## src/rtl/dma_xfer_regs_pkg.sv

```systemverilog
package dma_xfer_regs_pkg;

  // Which part of the DMA address an address-register write targets
  typedef enum logic {
    ADR_HALF_LO = 1'b0,
    ADR_HALF_HI = 1'b1
  } adr_half_e;

  // Control bits carried alongside the count
  typedef struct packed {
    logic enable;
    logic dir;
  } xfer_ctl_t;

endpackage

```

## src/rtl/xfer_count_unit.sv

```systemverilog
module xfer_count_unit #(
  parameter int CNT_W = 14
) (
  input  logic             clk,
  input  logic             rst_n,
  input  logic             load,
  input  logic [CNT_W-1:0] load_val,
  input  logic             step,
  output logic [CNT_W-1:0] count,
  output logic             tc
);

  logic             bump;
  logic [CNT_W-1:0] base;
  logic [CNT_W-1:0] nxt;

  // Loading and stepping share one incrementer, so they merge into a single +1
  assign bump = load | step;
  assign base = load ? load_val : count;
  assign nxt  = base + CNT_W'(1);

  always_ff @(posedge clk) begin
    if (!rst_n) begin
      count <= '0;
      tc    <= 1'b0;
    end else if (bump) begin
      count <= nxt;
      tc    <= (nxt == '0);
    end
  end

endmodule

```

## src/rtl/xfer_ctl_reg.sv

```systemverilog
module xfer_ctl_reg
  import dma_xfer_regs_pkg::*;
(
  input  logic      clk,
  input  logic      rst_n,
  input  logic      load,
  input  xfer_ctl_t din,
  output xfer_ctl_t q
);

  always_ff @(posedge clk) begin
    if (!rst_n) begin
      q <= '0;
    end else if (load) begin
      q <= din;
    end
  end

endmodule

```

## src/rtl/xfer_addr_unit.sv

```systemverilog
module xfer_addr_unit
  import dma_xfer_regs_pkg::*;
#(
  parameter int DADDR_W = 22,
  parameter int ADR_SEL = 14,
  parameter int LO_TOP  = 8
) (
  input  logic               clk,
  input  logic               rst_n,
  input  logic               wr,
  input  logic [ADR_SEL:1]   bus_addr,
  output logic [DADDR_W-1:0] addr
);

  localparam int HI_W = DADDR_W - 1 - LO_TOP;

  adr_half_e half;
  logic      wr_lo;
  logic      wr_hi;

  assign half  = adr_half_e'(bus_addr[ADR_SEL]);
  assign wr_lo = wr && (half == ADR_HALF_LO);
  assign wr_hi = wr && (half == ADR_HALF_HI);

  // Word alignment: the lowest bit is never stored
  assign addr[0] = 1'b0;

  for (genvar i = 1; i < DADDR_W; i++) begin : g_bit
    if (i <= LO_TOP) begin : g_lo
      // Low half: bus line i lands on address bit i
      always_ff @(posedge clk) begin
        if (!rst_n)     addr[i] <= 1'b0;
        else if (wr_lo) addr[i] <= bus_addr[i];
      end
    end else begin : g_hi
      // High half: bus line (i - LO_TOP) lands on address bit i
      always_ff @(posedge clk) begin
        if (!rst_n)     addr[i] <= 1'b0;
        else if (wr_hi) addr[i] <= bus_addr[i-LO_TOP];
      end
    end
  end

  if (HI_W >= ADR_SEL) begin : g_bad_cfg
    initial $error("high address field overlaps the half-select line");
  end

endmodule

```

## src/rtl/dma_xfer_regs.sv

```systemverilog
module dma_xfer_regs
  import dma_xfer_regs_pkg::*;
#(
  parameter int CNT_W   = 14,
  parameter int DADDR_W = 22,
  parameter int ADR_SEL = 14,
  parameter int LO_TOP  = 8
) (
  input  logic               clk,
  input  logic               rst_n,
  input  logic               cnt_wr,
  input  logic [CNT_W+1:0]   wdata,
  input  logic               adr_wr,
  input  logic [ADR_SEL:1]   bus_addr,
  input  logic               step,
  output logic [CNT_W+1:0]   rd_data,
  output logic [CNT_W-1:0]   xfer_count,
  output logic               xfer_dir,
  output logic               xfer_en,
  output logic [DADDR_W-1:0] xfer_addr,
  output logic               term_cnt
);

  localparam int DIR_BIT = CNT_W;
  localparam int EN_BIT  = CNT_W + 1;

  xfer_ctl_t ctl_in;
  xfer_ctl_t ctl_q;

  assign ctl_in.enable = wdata[EN_BIT];
  assign ctl_in.dir    = wdata[DIR_BIT];

  xfer_count_unit #(.CNT_W(CNT_W)) u_count (
    .clk      (clk),
    .rst_n    (rst_n),
    .load     (cnt_wr),
    .load_val (wdata[CNT_W-1:0]),
    .step     (step),
    .count    (xfer_count),
    .tc       (term_cnt)
  );

  xfer_ctl_reg u_ctl (
    .clk   (clk),
    .rst_n (rst_n),
    .load  (cnt_wr),
    .din   (ctl_in),
    .q     (ctl_q)
  );

  xfer_addr_unit #(
    .DADDR_W (DADDR_W),
    .ADR_SEL (ADR_SEL),
    .LO_TOP  (LO_TOP)
  ) u_addr (
    .clk      (clk),
    .rst_n    (rst_n),
    .wr       (adr_wr),
    .bus_addr (bus_addr),
    .addr     (xfer_addr)
  );

  assign xfer_dir = ctl_q.dir;
  assign xfer_en  = ctl_q.enable;

  // Readback: the two top bits read as 1, the count fills the rest
  assign rd_data = {2'b11, xfer_count};

endmodule

```

## config.mk

```make
export PLATFORM = sky130hd
export DESIGN_NAME = dma_xfer_regs
export DESIGN_NICKNAME = d
export VERILOG_FILES = /design/src/rtl/dma_xfer_regs_pkg.sv /design/src/rtl/xfer_count_unit.sv /design/src/rtl/xfer_ctl_reg.sv /design/src/rtl/xfer_addr_unit.sv /design/src/rtl/dma_xfer_regs.sv
export SDC_FILE = /design/constraint.sdc
export NUM_CORES = 1
export LEC_CHECK = 0
export ABC_AREA = 1
export BUFFER_PORTS_ARGS = -buffer_cell sky130_fd_sc_hd__buf_2
export CAP_MARGIN = 30
export CORE_ASPECT_RATIO = 1.2
export CORE_MARGIN = 2
export CORE_UTILIZATION = 48
export DETAILED_ROUTE_END_ITERATION = 16
export GPL_TIMING_DRIVEN = 0
export MAX_ROUTING_LAYER = met4
export PLACE_DENSITY = 0.8
export SLEW_MARGIN = 0
export SYNTH_ARGS = -nofsm -noshare
export SYNTH_HDL_FRONTEND = slang
export SYNTH_SLANG_ARGS = --single-unit
```

## constraint.sdc

```tcl
create_clock -name clk -period 1.8 [get_ports clk]
set_input_delay 0.18 -clock clk [delete_from_list [all_inputs] [get_ports clk]]
set_output_delay 0.18 -clock clk [all_outputs]
set_load 0.01 [all_outputs]
```

==> reports/results.ini <==
[finish]
layout_commonest_cell=buf_2
layout-drive-gt1-share=0.350
final_cell_area_mm2=0.00276
areaGrowthSynthToFinish_pct=28.8
final_cell_mix=84 x buf_2, 66 x nand2_1, 63 x nor2_1
layout.nets=445
diodes=0
final_core_util=0.647
fillers=416

[yosys]
yosys_warnings=0
synth_top_area_frac=0.355
syn_area_mm2=0.00214
synth.distinct_cells=27
yosysSeqAreaShare=0.355
avgSynthCellArea_um2=6.78
ys_ff_latch=38
synth_cells=316
synth_largest_area_cell=dfxtp_1
synth_area_leaders=dfxtp_1 36%, nand2_1 12%, nor2_1 11%

[global_route]
antenna_found_initial=0
grt-ovfl-total=0
grt_pass1_vias=2145
grt_use_total=0.216
grt_first_pass_wirelength_um=8560
grt_max_degree=13

[placement]
place.gp.congestion=0.902
hpwl_um=4070
io_buffers=84
placed_area_mm2=0.00264

[routing]
highest_layer=met4
wl_per_cell_um=11.0
wl_met1_um=2080
dr_wl_met2_um=2640
vias=2211
dr.first_iter.drc_count=61
met3_length_um=332
vias_per_cell=4.75
drtPass1Iterations=4
drc_errors=0
ant_nets=0
drt-total-wl_um=5110

[sta]
report.final.slew_viol_count=0
post-route-min-period_ns=1.63
fin_tns_setup_ns=0
post-route-period-util=0.904
skew_ns=0.00697
max_freq_mhz=615
hold_viol_final=0
rsz0062_at_grt=false
holdWs_ns=0.130
setup_viol_count_final=0

[worst_setup_path]
crit_required_ns=1.98
crit_type=reg -> reg
worstSetupEndpointType=register
start_kind=register
crit_arrival_ns=1.81
cp_max_fo=4

[die]
core-area_mm2=0.00426
num_rows=26
ios=90
die_x_um=65.0
die_height_um=77.2
initial_utilization=0.503
die_area_mm2=0.00502

[clock_tree]
cts_max_level=2
hold_buffers=0
cts_tree=built
cts.sinks=38
clk_latency_ns=0.28
cts_buffer_depth=2
path_clk_slew_ns=0.08
cts_made_buffers=5
cts-root-buf=clkbuf_8

[power]
p_clk_frac=0.334
p_int_uw=1530
p_sw_uw=617
powerDensity_mw_per_mm2=777
ir_worst_vdd_mv=0.617
total_power_uw=2140
p_leak_uw=0.00151
power_frac_comb=0.226
power_frac_seq=0.440
sw_frac_of_total=0.288

[flow_run]
maxCapViolCount=0

[outcome]
outcome=complete, no violations

[worst_hold_path]
hp-class=in -> reg

cells in the mapped netlist:
library cell	count
a21oi_1	2
buf_4	17
nand3_1	11
a21oi_2	1
buf_12	2
o21bai_1	1
nand2_1	66
nand2_4	2
inv_8	1
buf_6	1
nand3_2	1
inv_1	28
nor2_2	2
conb_1	2
o21ai_2	2
nor2_4	2
xor2_1	2
dfxtp_1	38
nand2_2	14
nand4_1	5
o21ai_0	30
o211ai_1	8
nor2_1	64
ha_1	2
or2_2	2
clkbuf_1	9
a31oi_1	1
logic make-up (layout without fill, tap and decap cells):
logic type / Yosys count / count (layout) / share of synthesized area
other: 2 / 3 / 0.00351
AO/OA/AOI/OAI: 45 / 45 / 0.122
flip-flops: 38 / 38 / 0.355
adder cells (fa/ha/maj): 2 / 2 / 0.0117
AND/OR/NAND/NOR: 169 / 169 / 0.346
buffers and inverters: 58 / 150 / 0.154
XOR/XNOR: 2 / 2 / 0.00818
critical path, stage by stage, from the launching register on:
cell     delay [ns]
dfxtp_2        0.36
nand2_2        0.06
nand2_2        0.10
ha_2           0.22
nand2_1        0.08
nor2_1         0.20
nand2_1        0.09
nand2_1        0.08
o21ai_2        0.06
nand2_1        0.09
nor2_1         0.04
nand3_1        0.09
a21oi_2        0.05
final cells by class:
class	count	area, µm²	share of cell area
sequential	38	763	0.277
inverter	29	116	0.0422
clock buffer	6	72.6	0.0263
buffer	29	213	0.0771
clock inverter	2	37.5	0.0136
timing repair buffer	84	420	0.152
multi-input combinational	221	1070	0.386
tap	56	70.1	0.0254
routing by layer:
layer / track usage / up-vias
met5: - / -
met4: 0.0638 / 0
met3: 0.0469 / 8
met2: 0.394 / 68
met1: 0.228 / 984
li1: - / 1151
worst paths after layout:
kind / from / depth (start not counted) / endpoint / slack [ns]
worst min register to register: u_addr.addr[14]$_SDFFE_PN0P_ / 2 / u_addr.addr[14]$_SDFFE_PN0P_ / 0.48
worst max register to register: u_count.count[1]$_SDFFE_PN0P_ / 12 / u_count.tc$_SDFFE_PN0P_ / 0.17
worst max-delay path: u_count.count[1]$_SDFFE_PN0P_ / 12 / u_count.tc$_SDFFE_PN0P_ / 0.17
worst min-delay path: bus_addr[8] / 3 / u_addr.addr[8]$_SDFFE_PN0P_ / 0.13
state kept, by name, indices dropped and copies added, names as in the netlist:
register	count
u_ctl.q	2
u_count.tc	1
u_count.count	14
u_addr.addr	21
power groups by stage:
stage          Sequential (µW)  Clock (µW)  Combinational [µW]
6_report                   943         715                 485
3_3_place_gp               959           0                 477
4_1_cts                    943         728                 486
3_5_place_dp               961           0                 485
2_1_floorplan              987           0                 287
5_1_grt                    953         750                 543
metrics by stage:
stage / setup slack [ns] / cells
after floorplan: 0.223 / 317
final: 0.173 / 465
after CTS: 0.113 / 465
after global routing: 0.00422 / 465
after global placement: 0.0385 / 457
after detailed placement: 0.00547 / 457
timing repair:
| action | CTS | global route |
|---|---|---|
| resized for setup | 0 | 5 |
| endpoints found under the setup margin | 0 | 1 |
| setup buffers | 0 | 0 |
No activity file was read; power rests on OpenSTA's default activity.
